## src/rtl/pj_pkg.sv

```systemverilog
package pj_pkg;
  // Output stage has room: empty, or being drained on this edge.
  function automatic logic stage_room(input logic held, input logic taken);
    return taken || !held;
  endfunction
endpackage

```

## src/rtl/pj_rst_sync.sv

```systemverilog
module pj_rst_sync #(
  parameter int STAGES = 2
) (
  input  logic clk,
  input  logic rst_n,
  output logic rst_q_n
);
  logic [STAGES-1:0] chain_q;
  logic [STAGES-1:0] chain_d;

  always_comb begin
    chain_d = {chain_q[STAGES-2:0], 1'b1};
  end

  always_ff @(posedge clk or negedge rst_n) begin
    if (!rst_n) chain_q <= '0;
    else        chain_q <= chain_d;
  end

  assign rst_q_n = chain_q[STAGES-1];
endmodule

```

## src/rtl/pj_join_ctrl.sv

```systemverilog
module pj_join_ctrl (
  input  logic clk,
  input  logic rst_q_n,
  input  logic a_vld,
  input  logic b_vld,
  input  logic y_vld,
  input  logic y_rdy,
  output logic a_rdy,
  output logic b_rdy,
  output logic take
);
  import pj_pkg::*;
  logic room;

  always_comb begin
    room  = rst_q_n && stage_room(y_vld, y_rdy);
    a_rdy = room && b_vld;
    b_rdy = room && a_vld;
    take  = room && a_vld && b_vld;
  end

  // both sides are consumed together or not at all
  p_pair_only_r5: assert property (@(posedge clk) disable iff (!rst_q_n)
    (a_vld && a_rdy) == (b_vld && b_rdy));
  // A is never offered a ready without B present
  p_a_needs_b_r2: assert property (@(posedge clk) disable iff (!rst_q_n)
    a_rdy |-> b_vld);

  p_b_needs_a_r3: assert property (@(posedge clk) disable iff (!rst_q_n)
    b_rdy |-> a_vld);
endmodule

```

## src/rtl/pj_hold_reg.sv

```systemverilog
module pj_hold_reg #(
  parameter int W = 32
) (
  input  logic         clk,
  input  logic         rst_q_n,
  input  logic         load,
  input  logic [W-1:0] din,
  input  logic         dn_rdy,
  output logic         vld_q,
  output logic [W-1:0] dat_q
);
  logic         vld_d;
  logic [W-1:0] dat_d;

  always_comb begin
    vld_d = load || (vld_q && !dn_rdy);
    dat_d = load ? din : dat_q;
  end

  always_ff @(posedge clk or negedge rst_q_n) begin
    if (!rst_q_n) begin
      vld_q <= 1'b0;
      dat_q <= '0;
    end else begin
      vld_q <= vld_d;
      dat_q <= dat_d;
    end
  end

  // a stalled word neither vanishes nor changes
  p_hold_stall_r6: assert property (@(posedge clk) disable iff (!rst_q_n)
    (vld_q && !dn_rdy) |=> (vld_q && $stable(dat_q)));
  // a take shows up as valid on the next cycle
  p_take_valid_r4: assert property (@(posedge clk) disable iff (!rst_q_n)
    load |=> vld_q);
  // drained with nothing new means empty
  p_drain_empty_r7: assert property (@(posedge clk) disable iff (!rst_q_n)
    (vld_q && dn_rdy && !load) |=> !vld_q);
endmodule

```

## src/rtl/pair_stream_join.sv

```systemverilog
module pair_stream_join #(
  parameter int HALF_W = 16,
  localparam int OUT_W = 2 * HALF_W
) (
  input  logic              clk,
  input  logic              rst_n,
  input  logic              a_vld,
  input  logic [HALF_W-1:0] a_dat,
  output logic              a_rdy,
  input  logic              b_vld,
  input  logic [HALF_W-1:0] b_dat,
  output logic              b_rdy,
  output logic              y_vld,
  output logic [OUT_W-1:0]  y_dat,
  input  logic              y_rdy
);
  logic rst_q_n;
  logic take;

  pj_rst_sync #(.STAGES(2)) u_rst (
    .clk(clk), .rst_n(rst_n), .rst_q_n(rst_q_n)
  );

  pj_join_ctrl u_ctrl (
    .clk(clk), .rst_q_n(rst_q_n),
    .a_vld(a_vld), .b_vld(b_vld),
    .y_vld(y_vld), .y_rdy(y_rdy),
    .a_rdy(a_rdy), .b_rdy(b_rdy), .take(take)
  );

  pj_hold_reg #(.W(OUT_W)) u_hold (
    .clk(clk), .rst_q_n(rst_q_n),
    .load(take), .din({a_dat, b_dat}), .dn_rdy(y_rdy),
    .vld_q(y_vld), .dat_q(y_dat)
  );

  // no ready is offered while reset is in effect
  p_quiet_in_reset_r9: assert property (@(posedge clk)
    !rst_q_n |-> (!a_rdy && !b_rdy));
  // captured word carries A above B
  p_order_r4: assert property (@(posedge clk) disable iff (!rst_q_n)
    take |=> (y_dat == {$past(a_dat), $past(b_dat)}));
endmodule

```

## config.mk

```make
export PLATFORM = sky130hd
export DESIGN_NAME = pair_stream_join
export DESIGN_NICKNAME = d
export VERILOG_FILES = /design/src/rtl/pj_pkg.sv /design/src/rtl/pj_rst_sync.sv /design/src/rtl/pj_join_ctrl.sv /design/src/rtl/pj_hold_reg.sv /design/src/rtl/pair_stream_join.sv
export SDC_FILE = /design/constraint.sdc
export NUM_CORES = 1
export LEC_CHECK = 0
export BUFFER_PORTS_ARGS = -buffer_cell sky130_fd_sc_hd__buf_2
export CORE_ASPECT_RATIO = 0.5
export CORE_UTILIZATION = 40
export CTS_CLUSTER_SIZE = 8
export DETAILED_ROUTE_END_ITERATION = 6
export PLACE_DENSITY_LB_ADDON = 0.12
export REMOVE_ABC_BUFFERS = 1
export SLEW_MARGIN = 20
export SYNTH_ARGS = -nofsm -noshare
export SYNTH_HDL_FRONTEND = slang
export SYNTH_SLANG_ARGS = --single-unit
```

## constraint.sdc

```tcl
create_clock -name clk -period 1.45 [get_ports clk]
set_clock_uncertainty 0.05 [all_clocks]
set_input_delay 0 -clock clk [delete_from_list [all_inputs] [get_ports clk]]
set_output_delay 0 -clock clk [all_outputs]
set_load 0.02 [all_outputs]
```

**Word-level counts from Yosys, hierarchy flattened**

Cells that the tools add are included.
Widths: inputs -> output; s select.

- Reductions and logical operators: 9

Operator list:

| operator | count |
|---|---|
| $logic_and 1x1->1 | 5 |
| $logic_not 1->1 | 2 |
| $logic_or 1x1->1 | 2 |

- Bits in registers: 35
- Input bits: 37
- Logic and storage cells: 12
- Output and inout bits: 35

**Logic depth before layout (Yosys ltp)**

- Depth after elaboration: 6
- Mapped depth: 4
- Mapped depth without buffers: 3

**Modules after synthesis**

A second synthesis with hierarchy kept.

- Cells, all modules: 78
- Area total of the unflattened synthesis: 1471.4 µm²

By module, submodules not included:

| module | cells an instance | instances | seq. area each (µm²) | area an instance (µm²) |
|---|---|---|---|---|
| pj_hold_reg | 71 | 1 | 825.8 | 1377.6 |
| pj_rst_sync | 3 | 1 | 50.0 | 53.8 |
| pj_join_ctrl | 4 | 1 | 0.0 | 40.0 |

**Worst setup path after synthesis**

OpenSTA, ideal clock, no wires.

- Path type: register to register
- From: reg u_rst.chain_q[1]
- To: reg u_hold.dat_q[0]
- Slack: -0.604 ns
- Period minus slack after synthesis: 2.054 ns
- Required time: 1.275 ns
- Path buffers: 1
- Arrival time: 1.879 ns
- Setup time: 0.125 ns
- Cell stages (with the launch flop): 4
- Path through: dfrtp_1 > nand4_4 > buf_6 > mux2_4

- Cells in the longest elaborated chain, start to end: 3

Ends and longest elaborated chain:

| item | line | RTL |
|---|---|---|
| from (decl) | pj_rst_sync.sv:8 | `logic [STAGES-1:0] chain_q;` |
| from (signal assigned) | pj_rst_sync.sv:17 | `else chain_q <= chain_d;` |
| $logic_and 1x1->1 | pj_join_ctrl.sv:16 | `room = rst_q_n && stage_room(y_vld, y_rdy);` |
| $logic_and 1x1->1 (2 in a row) | pj_join_ctrl.sv:19 | `take = room && a_vld && b_vld;` |
| to (signal assigned) | pj_hold_reg.sv:26 | `dat_q <= dat_d;` |
| to (decl) | pj_hold_reg.sv:10 | `output logic [W-1:0] dat_q` |

Every way passes these cells.
A chain may end at the register's enable or synchronous reset.

**Worst setup path in the final report**

- From: in y_rdy
- To: reg u_hold.dat_q[25]

- Cells in the longest elaborated chain, start to end: 4

Ends and longest elaborated chain:

| item | line | RTL |
|---|---|---|
| from (decl) | pair_stream_join.sv:15 | `input logic y_rdy` |
| $logic_or 1x1->1 | pj_pkg.sv:4 | `return taken \|\| !held;` |
| $logic_and 1x1->1 | pj_join_ctrl.sv:16 |  |
| $logic_and 1x1->1 (2 in a row) | pj_join_ctrl.sv:19 |  |

Every way passes these cells.

==> metrics.cfg <==
[worst_setup_path]
crit_end = u_hold.dat_q[25]
rrSetupSlack_ns = 0.11
crit_start = y_rdy
cp_data_required_time_ns = 1.56
worstPathArrival_ns = 1.50
cpMaxStageDelayCell = dlygate4sd3_1
critPathMaxStageDelay_ns = 0.54
crit_type = in2reg
reg2reg_depth = 4
worstSetupEndpointType = register
rr_startpoint = u_hold.vld_q
worstSetupStartpointType = primary input
crit_fanout = 26
reg2reg_to = u_hold.dat_q[25]
crit_chain = dlygate4sd3_1, buf_2, nand2b_4, nand4_4, buf_12, mux2_2

[pwr]
ir_worst_vdd_mv = 0.657
p_leak_nw = 1.25
p_per_area_mw_per_mm2 = 1330
power_mw = 3.10

[layout]
finalNonFillerCells = 238
diodes = 0
area_growth_pct = 62.6
stdcell_area_sq_mm = 0.00233
drive_gt1_frac = 0.611
nets = 226

[synthesis]
synth_top_area_cell = dfrtp_1
synth_flop_cell = dfrtp_1
synth_xor_area_frac = 0
synthMuxAreaShare = 0.327
synth_cell_types = 9
synth_most_common_cell = dfrtp_1
synth_common_cells = 35 x dfrtp_1, 29 x mux2_4, 3 x buf_6, 3 x mux2_2, 2 x and3_1
synth_compound_area_frac = 0
synth-seq-area-share = 0.611
async_reset_ff_frac = 1.00
synth_edf_count = 0
synth_cells = 76
syn-mean-instance-area_sq_um = 18.9
ys_warn_count = 0
synthAdderAreaFrac = 0
synth_seq_cells = 35
ys_top_cells_by_area = dfrtp_1 61%, mux2_4 30%, buf_6 2.4%
synthSimpleGateAreaFrac = 0.0358
yosysTopAreaCellShare = 0.611
synth_top_family_by_area = multiplexers
syn-cell-area_sq_mm = 0.00143

[clock_network]
clk_latency_ns = 0.28
clk_pin_slew_ns = 0.07
cts_buffers = 5
cts.sinks = 35
cts-root-buf = clkbuf_8
htree_num_levels = 2
clockBufferDepth = 2
cts_tree = yes

[placement]
numPortBuffers = 71
placed_cells = 195
place_worst_setup_slack_ns = 0.118
globalplace.congestion = 0.647
dpl-instance-area_sq_mm = 0.00185
hpwlAfterDp_microns = 1830

[floorplanning]
dieArea_sq_mm = 0.00384
core-area_sq_mm = 0.00321
die_x_microns = 86.7
fp-row-count = 14
start_util = 0.447
die_h_microns = 44.3
num_io_pins = 72

[sta]
period_share = 0.958
fin_ws_ns = 0.0613
hold_viol = 0
setup_viol = 0
whs_ns = 0.179
fmax_mhz = 720
fin_crit_ns = 1.39
drv_slew = 0
grt_setup_unrepaired = false

[run_status]
status = complete, no violations

[route]
drcViolationCount = 0
drt_iter0_drc = 15
vias_per_cell = 4.37
wl_per_cell_microns = 13.5
ant_nets = 0
vias = 1039
wl_microns = 3210
dr.pass1.iters = 4

[global_routing]
grt.total_usage = 0.187
grt_max_degree = 36
grt.overflow.total = 0
grt_pass1_wl_microns = 5200
first_global_vias = 1079
antenna_found_initial = 0

[worst_hold_path]
hp-class = in2reg

[flow_run]
max_cap_viol_count = 0

## critical path, delay by kind of cell
kind,cells,cell delay (ns)
simple gates,2,0.26
buf+inv,3,0.88
mux,1,0.35
## power breakdown
part / total [mW] / switching (mW) / internal, mW
clock network: 0.891 / 0.335 / 0.556
registers: 1.28 / 0.112 / 1.17
logic: 0.923 / 0.440 / 0.482
total: 3.10 / 0.887 / 2.21
## layout by cell type (no fill, tap or decap)
cell	netlist	layout
nand4_4	1	1
and3_1	2	2
mux2_2	3	3
mux2_4	29	29
buf_2	0	71
dlygate4sd3_1	0	35
bufinv_16	0	1
buf_4	0	1
clkbuf_8	0	6
clkinv_2	0	1
dfrtp_1	35	35
conb_1	1	1
nand2_1	1	1
nand2b_4	1	1
buf_12	0	2
## routing by layer
metal  vias to the layer above  GRT usage  share of wire
met5                         -          0              0
met3                         0     0.0728          0.068
met2                        43      0.332           0.51
li1                        490          -              -
met4                         0     0.0500              0
met1                       506      0.219           0.42
## worst min path at each step
stage	slack, ns	startpoint	end	depth (start not counted)
global placement	-0.26	rst_n	u_rst.chain_q[0]	1
CTS	0.17	b_vld	u_hold.vld_q	4
finish	0.18	b_vld	u_hold.vld_q	4
floorplan	-0.35	rst_n	u_rst.chain_q[0]	0
detailed placement	-0.26	rst_n	u_rst.chain_q[0]	1
global route	0.19	b_vld	u_hold.vld_q	4
## per-stage QoR
step	util	TNS [ns]
final	0.727	0
after global routing	0.727	0
after floorplan	-	-36.10
after CTS	0.726	0
after detailed placement	0.577	0
after global placement	0.577	0
## final cells by class
| class | count | area, sq um |
|---|---|---|
| clock buffer | 6 | 82.6 |
| clock inverter | 2 | 35.0 |
| fill | 226 | 875 |
| multi-input combinational | 38 | 524 |
| sequential | 35 | 876 |
| tap | 48 | 60.1 |
| timing repair buffer | 109 | 753 |
## registers in the layout, summed over array words and instances, names as in the netlist
register,cells
u_hold.vld_q,1
u_hold.dat_q,32
u_rst.chain_q,2
## logic make-up (layout without fill, tap and decap cells)
kind of cell / count (synthesis) / after routing
buffers and inverters: 3 / 117
DFF: 35 / 35
muxes: 32 / 32
other: 1 / 1
and+or+nand+nor: 5 / 5
## timing repair
action / 4_1_cts / 5_1_grt
resized for setup: 2 / 1
hold endpoints to repair: 35 / 0
hold buffers: 35 / 0
setup endpoints to repair: 2 / 2
buffers inserted: 0 / 0
Note: power is estimated with default switching activity, not from simulation.
